==> src/rtl/sbus_pkg.sv <==
package sbus_pkg;
  localparam int WORD_W = 16;
  localparam int NUM_SRC = 10;
  localparam int NUM_GPR = 6;
  typedef enum logic [3:0] {
    S_R0, S_R1, S_R2, S_R3, S_PC, S_IR, S_MAR, S_MDR, S_Y, S_Z
  } src_e;
endpackage

==> src/rtl/sbus_mux.sv <==
module sbus_mux #(
  parameter int W = 16,
  parameter int N = 10
) (
  input  logic [N-1:0]        oe,
  input  logic [N-1:0][W-1:0] vals,
  output logic [W-1:0]        bus,
  output logic                err
);
  always_comb begin
    bus = '0;
    for (int i = 0; i < N; i++) begin
      if (oe[i]) bus = bus | vals[i];
    end
    err = ($countones(oe) > 1);
    if (err) bus = '0;
  end
endmodule

==> src/rtl/sbus_alu.sv <==
module sbus_alu #(
  parameter int W = 16
) (
  input  logic         clk,
  input  logic         rst_n,
  input  logic [W-1:0] bus,
  input  logic         y_load,
  input  logic         z_load,
  input  logic         clear_y,
  input  logic         carry_in,
  input  logic         sub,
  output logic [W-1:0] y_q,
  output logic [W-1:0] z_q
);
  logic [W-1:0] opa, res;

  always_comb begin
    opa = clear_y ? '0 : y_q;
    if (sub) res = opa - bus;
    else     res = opa + bus + {{(W-1){1'b0}}, carry_in};
  end

  always_ff @(posedge clk) begin
    if (!rst_n) begin
      y_q <= '0;
      z_q <= '0;
    end else begin
      if (y_load) y_q <= bus;
      if (z_load) z_q <= res;
    end
  end


  z_hold_chk: assert property (@(posedge clk) disable iff (!rst_n)
    !z_load |=> $stable(z_q));
endmodule

==> src/rtl/sbus_mem_if.sv <==
module sbus_mem_if #(
  parameter int W = 16
) (
  input  logic         clk,
  input  logic         rst_n,
  input  logic [W-1:0] bus,
  input  logic         mar_load,
  input  logic         mdr_load,
  input  logic         rd_cmd,
  input  logic         wr_cmd,
  input  logic         mem_done,
  input  logic [W-1:0] mem_rdata,
  output logic [W-1:0] mar_q,
  output logic [W-1:0] mdr_q,
  output logic         mem_rd,
  output logic         mem_wr
);
  logic busy;
  assign busy = mem_rd | mem_wr;

  always_ff @(posedge clk) begin
    if (!rst_n) begin
      mar_q  <= '0;
      mdr_q  <= '0;
      mem_rd <= 1'b0;
      mem_wr <= 1'b0;
    end else begin
      if (mar_load) mar_q <= bus;
      if (mem_done && mem_rd) mdr_q <= mem_rdata;
      else if (mdr_load)      mdr_q <= bus;
      if (busy) begin
        if (mem_done) begin
          mem_rd <= 1'b0;
          mem_wr <= 1'b0;
        end
      end else if (rd_cmd) begin
        mem_rd <= 1'b1;
      end else if (wr_cmd) begin
        mem_wr <= 1'b1;
      end
    end
  end


  rd_hold_chk: assert property (@(posedge clk) disable iff (!rst_n)
    mem_rd && !mem_done |=> mem_rd);

  rd_release_chk: assert property (@(posedge clk) disable iff (!rst_n)
    mem_rd && mem_done |=> !mem_rd);

  wr_hold_chk: assert property (@(posedge clk) disable iff (!rst_n)
    mem_wr && !mem_done |=> mem_wr);

  excl_chk: assert property (@(posedge clk) disable iff (!rst_n)
    !(mem_rd && mem_wr));

  mdr_capture_chk: assert property (@(posedge clk) disable iff (!rst_n)
    mem_rd && mem_done |=> mdr_q == $past(mem_rdata));
endmodule

==> src/rtl/sbus_datapath.sv <==
module sbus_datapath
  import sbus_pkg::*;
#(
  parameter int W = WORD_W,
  parameter int N = NUM_SRC
) (
  input  logic         clk,
  input  logic         rst_n,
  input  logic [N-1:0] out_en,
  input  logic [N-1:0] in_en,
  input  logic         alu_sub,
  input  logic         clear_y,
  input  logic         carry_in,
  input  logic         rd_cmd,
  input  logic         wr_cmd,
  output logic [W-1:0] mem_addr,
  output logic [W-1:0] mem_wdata,
  output logic         mem_rd,
  output logic         mem_wr,
  input  logic [W-1:0] mem_rdata,
  input  logic         mem_done,
  output logic [W-1:0] bus_o,
  output logic         bus_err
);
  localparam int NG = NUM_GPR;

  logic [W-1:0]        gpr_q [NG];
  logic [W-1:0]        mar_q, mdr_q, y_q, z_q;
  logic [N-1:0][W-1:0] vals;

  for (genvar g = 0; g < NG; g++) begin : g_reg
    always_ff @(posedge clk) begin
      if (!rst_n)        gpr_q[g] <= '0;
      else if (in_en[g]) gpr_q[g] <= bus_o;
    end
  end

  always_comb begin
    vals = '0;
    for (int i = 0; i < NG; i++) vals[i] = gpr_q[i];
    vals[S_MAR] = mar_q;
    vals[S_MDR] = mdr_q;
    vals[S_Y]   = y_q;
    vals[S_Z]   = z_q;
  end

  sbus_mux #(.W(W), .N(N)) u_mux (
    .oe(out_en), .vals(vals), .bus(bus_o), .err(bus_err)
  );

  sbus_alu #(.W(W)) u_alu (
    .clk(clk), .rst_n(rst_n), .bus(bus_o),
    .y_load(in_en[S_Y]), .z_load(in_en[S_Z]),
    .clear_y(clear_y), .carry_in(carry_in), .sub(alu_sub),
    .y_q(y_q), .z_q(z_q)
  );

  sbus_mem_if #(.W(W)) u_mem (
    .clk(clk), .rst_n(rst_n), .bus(bus_o),
    .mar_load(in_en[S_MAR]), .mdr_load(in_en[S_MDR]),
    .rd_cmd(rd_cmd), .wr_cmd(wr_cmd),
    .mem_done(mem_done), .mem_rdata(mem_rdata),
    .mar_q(mar_q), .mdr_q(mdr_q), .mem_rd(mem_rd), .mem_wr(mem_wr)
  );

  assign mem_addr  = mar_q;
  assign mem_wdata = mdr_q;


  err_zero_chk: assert property (@(posedge clk) disable iff (!rst_n)
    bus_err |-> bus_o == '0);

  stray_done_chk: assert property (@(posedge clk) disable iff (!rst_n)
    mem_done && !mem_rd && !mem_wr && !in_en[S_MDR] |=> $stable(mdr_q));
endmodule

==> config.mk <==
export PLATFORM = sky130hd
export DESIGN_NAME = sbus_datapath
export DESIGN_NICKNAME = d
export VERILOG_FILES = /design/src/rtl/sbus_pkg.sv /design/src/rtl/sbus_mux.sv /design/src/rtl/sbus_alu.sv /design/src/rtl/sbus_mem_if.sv /design/src/rtl/sbus_datapath.sv
export SDC_FILE = /design/constraint.sdc
export NUM_CORES = 1
export LEC_CHECK = 0
export BUFFER_PORTS_ARGS = -buffer_cell sky130_fd_sc_hd__buf_2
export CORE_MARGIN = 2
export CORE_UTILIZATION = 50
export DETAILED_ROUTE_END_ITERATION = 7
export PLACE_DENSITY = 0.78
export SYNTH_ARGS = -nofsm -noshare
export SYNTH_HDL_FRONTEND = slang
export SYNTH_SLANG_ARGS = --single-unit
==> constraint.sdc <==
create_clock -name clk -period 7.9 [get_ports clk]
set_clock_uncertainty 0.2 [all_clocks]
set_input_delay 0.79 -clock clk [delete_from_list [all_inputs] [get_ports clk]]
set_output_delay 0.79 -clock clk [all_outputs]
set_load 0.01 [all_outputs]
==> results.json, run 1 <==
{
  "status": "finished clean",
  "hold_viol_final": 0,
  "yosys.area.top_type": "edfxtp_1",
  "post_cts_buffers": 0,
  "cts_tree": "done",
  "setup_viol": 0,
  "rr_endpoint": "u_alu.z_q[14]$_SDFFE_PN0P_",
  "hold_class": "reg -> reg",
  "wl_met1_microns": 11100,
  "grt_max_degree": 82,
  "yosysSeqAreaShare_pct": 47.2,
  "drive_gt1_share_pct": 17.8,
  "fmax_ghz": 0.153,
  "detailedRoute.firstPassIterationCount": 5,
  "synth_top_family_by_area": "compound AO/OA/AOI/OAI gates",
  "crit_path_max_fanout": 17,
  "antenna_found_initial": 0,
  "rrSetupSlack_ps": 4290,
  "drv_cap": 0,
  "timing.hold.ws_ps": 284,
  "core_area_sq_um": 17400,
  "ioPinCount": 95,
  "worstHoldStart": "u_alu.z_q[13]$_SDFFE_PN0P_",
  "cts.repair.resized": 0,
  "rr_startpoint": "gpr_q[0][0]$_SDFFCE_PN0P_",
  "die_y_microns": 138,
  "r2r_cells": 14,
  "synth.most_common_cell": "nor2_1",
  "yosys.area_share.adder_pct": 7.21,
  "power_density_nw_per_um2": 311,
  "synth_compound_area_share_pct": 17.2,
  "ys_seq_elements": 162,
  "clk_pin_slew_worst_paths_ps": 70,
  "synthMuxAreaShare_pct": 5.84,
  "htree_levels": 4,
  "maxSlewHeadroom_pct": 21.3,
  "slowest_stage": "a21oi_2",
  "cts-root-buf": "clkbuf_16",
  "leakage_nw": 4.52,
  "grt_use_total_pct": 28.0,
  "synth_xor_area_share_pct": 1.38,
  "synth_ff_type": "edfxtp_1",
  "wl_met2_microns": 11500,
  "slew_viol_final": 0,
  "syn2layout_area_growth_pct": 12.3,
  "yosys.area.top_type_share_pct": 32.3,
  "die_x_microns": 138,
  "worstSetupStartpointType": "primary input",
  "routed.top_layer": "met4",
  "n_antenna_cell": 0,
  "grt_pass1_wl_microns": 39300,
  "worstPathRequired_ps": 8020,
  "min_path_cells": 2,
  "layout_setup_ws_ps": 1380,
  "rsz0062_at_grt": "no",
  "insertion_delay_ps": 440,
  "synth_edf_count": 96,
  "min_to": "u_alu.z_q[13]$_SDFFE_PN0P_",
  "period_share_pct": 82.5,
  "crit_path_end_kind": "register",
  "antenna_left": 0,
  "cts_buffers": 17,
  "synth_cell_types": 66,
  "hold_buffers": 0,
  "io_buffers": 94,
  "tns_ps": 0,
  "syn_area_sq_um": 8910,
  "viasPerCell": 6.00,
  "nFillCells": 1462,
  "dieArea_sq_um": 18900,
  "drc": 0,
  "drt_iter0_drc": 642,
  "min_period_ps": 6520,
  "start_util_pct": 51.4,
  "wirelength_microns": 25300,
  "pre_cts_slack_ps": 992,
  "yosys.area_share.simple_pct": 16.4,
  "cp_common_cell": "fa_1",
  "clockBufferDepth": 2,
  "ir_drop_v": 0.000181,
  "overflow": 0,
  "tightest_slew_ps": 1180,
  "wl_per_cell_microns": 21.4,
  "grt_pass1_vias": 6684,
  "cts_sinks": 162,
  "async_reset_ff_share_pct": 0,
  "path_class": "in -> reg",
  "final_nets": 1036,
  "routabilityCongestion": 0.952,
  "syn_area_per_cell_sq_um": 9.98,
  "worstPathCellList": "buf_2 -> ha_1 -> inv_1 -> fa_1 -> fa_1 -> inv_1 -> fa_1 -> inv_1 -> fa_1 -> a211oi_1 -> nand2_1 -> a21oi_2 -> o21ai_1 -> inv_2 -> ha_1 -> inv_1 -> fa_1 -> a21oi_1 -> o21bai_1 -> nand4_1 -> and3_1 -> a2bb2oi_1 -> nor2_1 -> a211o_1",
  "arrival_ps": 6640,
  "synth_common_cells": "nor2_1 (115), edfxtp_1 (96), a22oi_1 (78)",
  "synth_fp_nets": 983,
  "yosys_warnings": 0,
  "fp-row-count": 48,
  "slowest_delay_ps": 650,
  "dr_wl_met3_microns": 2020,
  "hpwlAfterDp_microns": 18600,
  "synth_area_leaders": "edfxtp_1 (32%), dfxtp_1 (15%), a22oi_1 (6.6%), mux2i_1 (5.8%), ha_1 (5.2%)",
  "vias": 7103,
  "synthCells": 893
}
## critical path, delay by kind of cell
kind            cells  cell delay (ps)
fa+ha+maj           7             2400
compound gates      7             2110
buf+inv             6              860
simple gates        4              480
## sequential cells by signal (all words and copies together), names as in the netlist
register      cells
gpr_q            96
u_alu.y_q        16
u_alu.z_q        16
u_mem.mar_q      16
u_mem.mdr_q      16
u_mem.mem_rd      1
u_mem.mem_wr      1
## per-stage QoR
stage	utilization, %	area, sq um	power [W]	cells
6_report	57.7	10000	0.00312	1184
5_1_grt	57.7	10000	0.00328	1184
3_5_place_dp	54.3	9430	0.00230	1152
2_1_floorplan	-	8910	0.00193	893
4_1_cts	57.7	10000	0.00310	1184
3_3_place_gp	54.3	9430	0.00228	1152
## worst max path at each step
| stage | startpoint | to | slack [ps] | cells after the start |
|---|---|---|---|---|
| global route | out_en[6] | u_alu.z_q[12]$_SDFFE_PN0P_ | 1000 | 24 |
| detailed placement | out_en[6] | u_alu.z_q[14]$_SDFFE_PN0P_ | 990 | 24 |
| global placement | out_en[6] | u_alu.z_q[10]$_SDFFE_PN0P_ | 1100 | 24 |
| finish | out_en[6] | u_alu.z_q[14]$_SDFFE_PN0P_ | 1380 | 24 |
| floorplan | out_en[8] | u_alu.z_q[13]$_SDFFE_PN0P_ | 2150 | 22 |
| CTS | out_en[6] | u_alu.z_q[14]$_SDFFE_PN0P_ | 1460 | 24 |
## report_power, final
group          internal, W  total (W)  switching (W)  leakage, nW
Sequential         0.00104    0.00114      0.0000966         1.61
Clock             0.000453   0.000808       0.000355        0.289
Combinational     0.000411    0.00117       0.000759         2.62
Total              0.00191    0.00312        0.00121         4.52
## routing by layer
| metal | GRT usage [%] | vias up |
|---|---|---|
| met5 | 0 | - |
| li1 | - | 3302 |
| met1 | 40.9 | 3440 |
| met3 | 4.71 | 48 |
| met4 | 10.3 | 0 |
| met2 | 41.9 | 313 |
## cells in the final DEF (no fill, tap or decap), drive strengths merged, types with 14 or more instances in the layout
cell type,synthesis,final
ha,37,37
a21oi,28,28
o21ai,31,31
nor2b,60,60
edfxtp,96,96
inv,48,56
a22oi,78,78
nand2,62,62
o211a,20,20
dfxtp,66,66
nand2b,14,14
buf,16,96
mux2i,52,52
nor2,115,115
nand3,26,26
clkbuf,46,20
## final cells by class
| type | instances | area [sq um] | area share (%) |
|---|---|---|---|
| sequential | 162 | 4200 | 42.0 |
| inverter | 48 | 180 | 1.80 |
| clock buffer | 20 | 489 | 4.89 |
| timing repair buffer | 96 | 485 | 4.85 |
| tap | 225 | 282 | 2.81 |
| multi-input combinational | 621 | 4280 | 42.8 |
| clock inverter | 12 | 88.8 | 0.888 |
## cells by family (layout without fill, tap and decap cells)
| kind of cell | after synthesis | count (layout) |
|---|---|---|
| and+or+nand+nor | 304 | 304 |
| AOI/OAI and AO/OA | 205 | 205 |
| DFF | 162 | 162 |
| buffers and inverters | 110 | 176 |
| muxes | 52 | 52 |
| adders and majority gates | 46 | 46 |
| xor gates and xnor gates | 14 | 14 |
No activity file was read; power rests on OpenSTA's default activity.
==> inputs of run 2 (changes only) <==
--- a/config.mk
+++ b/config.mk
@@ -9,7 +9,7 @@
 export CORE_MARGIN = 2
 export CORE_UTILIZATION = 50
 export DETAILED_ROUTE_END_ITERATION = 7
-export PLACE_DENSITY = 0.78
+export PLACE_DENSITY = 0.8
 export SYNTH_ARGS = -nofsm -noshare
 export SYNTH_HDL_FRONTEND = slang
 export SYNTH_SLANG_ARGS = --single-unit
==> constraint.sdc (replaced) <==
create_clock -name clk -period 5.65 [get_ports clk]
set_clock_uncertainty 0.2 [all_clocks]
set_input_delay 0.565 -clock clk [delete_from_list [all_inputs] [get_ports clk]]
set_output_delay 0.565 -clock clk [all_outputs]
set_load 0.01 [all_outputs]
==> run 2 against run 1 <==
The flow now finishes with violations (design-rule violations). Routed wire length is 7.0% higher. Sequential share of layout area down 1.8 points. Clock power grew 41%. Final cell count is 4.8% higher. First-iteration DRC count is 53% higher. Flip-flop and latch count did not move. Global-route usage increased by 1.5 points. Total power grew 49%. Core utilization grew 2.6 points.
==> results.json, run 2 (synthesis gave the netlist of run 1 again) <==
{
  "status": "complete, but fails checks",
  "violations": "design-rule violations",
  "grt_max_degree": 47,
  "nFillCells": 1417,
  "start_util_pct": 51.4,
  "drv_cap": 0,
  "io_buffers": 94,
  "slew_viol_final": 0,
  "core_area_sq_um": 17400,
  "hpwlAfterDp_microns": 19400,
  "antenna_left": 0,
  "dp.cells": 1208,
  "rsz0062_at_grt": "no",
  "stdcell_count": 1241,
  "cts-root-buf": "clkbuf_16",
  "power_density_nw_per_um2": 443,
  "clockBufferDepth": 2,
  "leakage_nw": 4.78,
  "setup_viol": 0,
  "worstPathRequired_ps": 5770,
  "pre_cts_slack_ps": -117,
  "min_period_ps": 5340,
  "cts_buffers": 17,
  "syn2layout_area_growth_pct": 17.4,
  "grt_pass1_vias": 7283,
  "rr_endpoint": "u_alu.z_q[14]$_SDFFE_PN0P_",
  "tightest_slew_ps": 1180,
  "grt_pass1_wl_microns": 41300,
  "min_to": "u_mem.mdr_q[13]$_SDFFE_PN0P_",
  "routabilityCongestion": 0.952,
  "die_y_microns": 138,
  "hold_class": "in -> reg",
  "ir_drop_v": 0.000250,
  "cts_sinks": 162,
  "fmax_ghz": 0.187,
  "wl_per_cell_microns": 21.8,
  "dieArea_sq_um": 18900,
  "overflow": 0,
  "rrSetupSlack_ps": 2350,
  "htree_levels": 4,
  "final_cell_mix": "nor2_1 (115), edfxtp_1 (96), buf_2 (94), a22oi_1 (78), dfxtp_1 (66)",
  "cp_common_cell": "fa_1",
  "arrival_ps": 5460,
  "power_w": 0.00464,
  "crit_path_max_fanout": 15,
  "clk_pin_slew_worst_paths_ps": 60,
  "worstSetupStartpointType": "primary input",
  "power.internal_w": 0.00288,
  "layout_setup_ws_ps": 311,
  "min_path_cells": 2,
  "path_class": "in -> reg",
  "drive_gt1_share_pct": 22.3,
  "p_sw_share_pct": 37.8,
  "period_share_pct": 94.5,
  "slowest_delay_ps": 520,
  "worstHoldStart": "mem_rdata[13]",
  "maxSlewHeadroom_pct": 21.3,
  "insertion_delay_ps": 430,
  "grt_use_total_pct": 29.5,
  "worstPathCellList": "buf_2 -> ha_1 -> inv_1 -> fa_1 -> fa_1 -> inv_1 -> fa_1 -> inv_1 -> fa_1 -> a211oi_1 -> nand2_1 -> a21oi_4 -> buf_12 -> o21ai_2 -> ha_1 -> buf_4 -> nor3_1 -> nand2_1 -> o311ai_1 -> or3b_1 -> o211ai_1 -> xnor2_1 -> o21ai_1",
  "final_nets": 1093,
  "die_x_microns": 138,
  "timing.hold.ws_ps": 170,
  "antenna_found_initial": 0,
  "hold_viol_final": 0,
  "fp-row-count": 48,
  "largest_reg_flops": 96,
  "hold_buffers": 0,
  "seq_power_share_pct": 34.4,
  "cts_tree": "done",
  "top_register": "gpr_q",
  "power.share.combinational_pct": 41.1,
  "wirelength_microns": 27100,
  "drt_iter0_drc": 982,
  "p_sw_w": 0.00176,
  "ioPinCount": 95,
  "pwr-share-clk_pct": 24.5,
  "n_antenna_cell": 0,
  "vias": 7497,
  "detailedRoute.firstPassIterationCount": 8,
  "crit_path_end_kind": "register",
  "drc": 2,
  "final_common_cell": "nor2_1",
  "viasPerCell": 6.04,
  "slowest_stage": "fa_1",
  "rr_startpoint": "gpr_q[0][0]$_SDFFCE_PN0P_",
  "tns_ps": 0,
  "r2r_cells": 14
}
==> run 2: critical path: cells and delay by family <==
family / cells / cell delay [ps]
xor gates and xnor gates: 1 / 170
buffers and inverters: 6 / 720
adders and majority gates: 6 / 2280
AOI/OAI and AO/OA: 6 / 1070
and+or+nand+nor: 4 / 640
==> run 2: repair_timing <==
action / 4_1_cts / 5_1_grt
gates resized for setup: 0 / 5
endpoints found under the hold margin: 0 / 0
endpoints found under the setup margin: 0 / 5
buffers inserted: 0 / 1
==> run 2: worst max-delay path by stage <==
stage / start / to / slack (ps) / depth (start not counted)
global placement: out_en[8] / u_alu.z_q[14]$_SDFFE_PN0P_ / 6 / 24
finish: out_en[8] / u_alu.z_q[15]$_SDFFE_PN0P_ / 310 / 23
floorplan: out_en[8] / u_alu.z_q[13]$_SDFFE_PN0P_ / 130 / 22
CTS: out_en[8] / u_alu.z_q[14]$_SDFFE_PN0P_ / 260 / 24
detailed placement: out_en[8] / u_alu.z_q[14]$_SDFFE_PN0P_ / -120 / 24
global route: out_en[8] / u_alu.z_q[13]$_SDFFE_PN0P_ / 40 / 23
==> run 2: through the flow <==
| stage | utilization [%] | cell area, sq um |
|---|---|---|
| detailed placement | 56.8 | 9860 |
| finish | 60.3 | 10500 |
| floorplan | - | 8910 |
| CTS | 60.1 | 10400 |
| global route | 60.3 | 10500 |
| global placement | 56.8 | 9860 |
==> run 2: layer usage <==
layer  track usage, %  share of wire [%]  vias up
li1                 -                  -     3414
met1             41.4                 41     3581
met2             46.0                 46      442
met3             6.29                 11       60
met4             9.16                2.3        0
met5                0                  0        -
==> run 2: area by class of cell <==
type	count	area [sq um]	area share (%)
tap	225	282	2.69
multi-input combinational	621	4310	41.1
timing repair buffer	153	926	8.85
sequential	162	4200	40.2
clock buffer	20	437	4.17
inverter	48	180	1.72
clock inverter	12	131	1.26
==> run 2: power by group through the flow <==
stage	Sequential, W	Clock [W]	Combinational, W
3_5_place_dp	0.00161	0	0.00184
4_1_cts	0.00159	0.00114	0.00185
5_1_grt	0.00161	0.00118	0.00207
3_3_place_gp	0.00160	0	0.00181
6_report	0.00160	0.00114	0.00191
2_1_floorplan	0.00156	0	0.00113
==> inputs of run 3 (changes only) <==
--- a/config.mk
+++ b/config.mk
@@ -5,8 +5,9 @@
 export SDC_FILE = /design/constraint.sdc
 export NUM_CORES = 1
 export LEC_CHECK = 0
+export ABC_AREA = 1
 export BUFFER_PORTS_ARGS = -buffer_cell sky130_fd_sc_hd__buf_2
-export CORE_MARGIN = 2
+export CORE_MARGIN = 3
 export CORE_UTILIZATION = 50
 export DETAILED_ROUTE_END_ITERATION = 7
 export PLACE_DENSITY = 0.8
==> run 3 against run 2 <==
The run now ends clean. Non-clock buffer count fell by 37. Via count rose by 16%. Flip-flop and latch count stayed put. Critical path type unchanged. Synthesized cell count rose by 38%. Fmax grew 6.0%. Highest routed layer unchanged. Sequential share of layout area decreased by 0.75 points. Die area increased by 8.7%.
==> results.json, run 3 <==
{
  "grt_pass1_vias": 8245,
  "arrival_ps": 5170,
  "drive_gt1_share_pct": 15.3,
  "grt_use_total_pct": 27.6,
  "maxSlewHeadroom_pct": 48.6,
  "worstHoldStart": "wr_cmd",
  "synth_common_cells": "nand2_1 (321), nor2_1 (163), inv_1 (152)",
  "slew_viol_final": 0,
  "syn2layout_area_growth_pct": 13.1,
  "yosysSeqAreaShare_pct": 44.6,
  "grt_max_degree": 44,
  "synth.most_common_cell": "nand2_1",
  "rrSetupSlack_ps": 2660,
  "fp-row-count": 49,
  "core_area_sq_um": 18300,
  "worstPathRequired_ps": 5790,
  "cts-root-buf": "clkbuf_16",
  "fmax_ghz": 0.199,
  "top_register": "gpr_q",
  "synth_fp_nets": 1324,
  "vias": 8671,
  "clockBufferDepth": 2,
  "yosys_warnings": 0,
  "synth_area_leaders": "edfxtp_1 (31%), dfxtp_1 (14%), nand2_1 (13%), nor2_1 (6.5%), inv_1 (6.0%)",
  "hold_class": "in -> reg",
  "grt_pass1_wl_microns": 43700,
  "clk_pin_slew_worst_paths_ps": 80,
  "syn_area_sq_um": 9430,
  "synth_edf_count": 96,
  "tns_ps": 0,
  "final_common_cell": "nand2_1",
  "largest_reg_flops": 96,
  "drt_iter0_drc": 910,
  "setup_viol": 0,
  "final_cell_mix": "nand2_1 (321), nor2_1 (163), inv_1 (152), a21oi_1 (107), edfxtp_1 (96)",
  "final_nets": 1406,
  "io_buffers": 94,
  "wirelength_microns": 28100,
  "async_reset_ff_share_pct": 0,
  "min_path_cells": 3,
  "syn_area_per_cell_sq_um": 7.64,
  "ys_seq_elements": 162,
  "n_antenna_cell": 0,
  "r2r_cells": 21,
  "detailedRoute.firstPassIterationCount": 6,
  "routabilityCongestion": 0.978,
  "min_to": "u_mem.mem_wr$_SDFFE_PN0P_",
  "antenna_found_initial": 0,
  "cp_common_cell": "inv_1",
  "slowest_delay_ps": 520,
  "path_buf_inv": 7,
  "htree_levels": 4,
  "min_period_ps": 5040,
  "die_x_microns": 143,
  "power_w": 0.00494,
  "wl_per_cell_microns": 18.0,
  "rr_startpoint": "u_mem.mdr_q[0]$_SDFFE_PN0P_",
  "cts_buffers": 17,
  "cts_tree": "done",
  "rr_endpoint": "u_alu.z_q[14]$_SDFFE_PN0P_",
  "crit_path_max_fanout": 17,
  "viasPerCell": 5.57,
  "post_cts_buffers": 0,
  "die_y_microns": 143,
  "drv_cap": 0,
  "cpLargestDelayFamily": "adder cells",
  "cts.repair.resized": 0,
  "drc": 0,
  "synth_ff_type": "edfxtp_1",
  "path_class": "in -> reg",
  "synth_cell_types": 42,
  "period_share_pct": 89.1,
  "insertion_delay_ps": 440,
  "antenna_left": 0,
  "crit_path_end_kind": "register",
  "worstSetupStartpointType": "primary input",
  "leakage_nw": 5.14,
  "cts_sinks": 162,
  "rsz0062_at_grt": "no",
  "tightest_slew_ps": 771,
  "slowest_stage": "fa_1",
  "yosys.area.top_type": "edfxtp_1",
  "power_density_nw_per_um2": 463,
  "hold_viol_final": 0,
  "overflow": 0,
  "hpwlAfterDp_microns": 20500,
  "hold_buffers": 0,
  "yosys.area.top_type_share_pct": 30.6,
  "ir_drop_v": 0.000265,
  "ioPinCount": 95,
  "status": "finished clean",
  "dieArea_sq_um": 20500,
  "start_util_pct": 51.6,
  "synthCells": 1234
}
run 3: changes by cell type in the layout (fill, tap and decap cells not counted), moves of 20 or more:
cell	previous run	this run
mux2i_1	52	0
nor2_1	115	163
nand2_1	62	321
inv_1	28	152
buf_4	58	21
a21oi_1	26	107
o21ai_0	9	58
a22oi_1	78	1
o211a_1	20	0
nor2b_1	58	0
run 3: cells by family after synthesis:
group / synth area share [%]
AO/OA/AOI/OAI: 13.5
flip-flops: 44.6
buffers and inverters: 10.1
XOR/XNOR: 0.0929
AND/OR/NAND/NOR: 24.9
adder cells (fa/ha/maj): 6.82
run 3: how the worst max path moves through the flow:
stage | slack (ps) | endpoint | start | depth (start not counted)
2_1_floorplan | 570 | u_alu.z_q[8]$_SDFFE_PN0P_ | out_en[8] | 28
3_3_place_gp | 300 | u_alu.z_q[8]$_SDFFE_PN0P_ | out_en[8] | 26
3_5_place_dp | 250 | u_alu.z_q[14]$_SDFFE_PN0P_ | out_en[8] | 26
4_1_cts | 680 | u_alu.z_q[14]$_SDFFE_PN0P_ | out_en[8] | 26
5_1_grt | 290 | u_alu.z_q[15]$_SDFFE_PN0P_ | out_en[8] | 30
6_report | 610 | u_alu.z_q[10]$_SDFFE_PN0P_ | out_en[8] | 26
run 3: worst min-delay path, delay by kind of cell:
kind / cells / cell delay (ps)
buf+inv: 1 / 80
compound gates: 1 / 80
simple gates: 1 / 70
run 3: report_power, final:
part	total (W)	internal [W]	leakage (nW)	switching (W)
Combinational	0.00223	0.000720	3.24	0.00150
Sequential	0.00155	0.00147	1.61	0.0000862
Clock	0.00116	0.000626	0.291	0.000531
Total	0.00494	0.00282	5.14	0.00212
run 3: final cells by class:
cell class | count | area (sq um)
Clock buffer | 21 | 475
Clock inverter | 11 | 109
Fill cell | 1629 | 7600
Inverter | 175 | 657
Multi-Input combinational cell | 844 | 4290
Sequential cell | 162 | 4200
Tap cell | 229 | 287
Timing Repair Buffer | 116 | 648
run 3: metrics by stage:
step	instances	hold slack [ps]	instance area, sq um	util [%]	setup WS, ps
final	1558	189	10700	58.4	614
after global routing	1558	220	10700	58.4	288
after CTS	1558	184	10700	58.4	683
after detailed placement	1526	294	10100	55.2	246
after global placement	1526	275	10100	55.2	304
after floorplan	1234	249	9430	-	572
run 3: per-layer routing:
metal / up-vias / track usage, % / wire length, microns
met2: 456 / 44.7 / 13000
li1: 4141 / - / -
met3: 58 / 5.36 / 2530
met4: 0 / 8.47 / 737
met5: - / 0 / 0
met1: 4016 / 37.8 / 11800
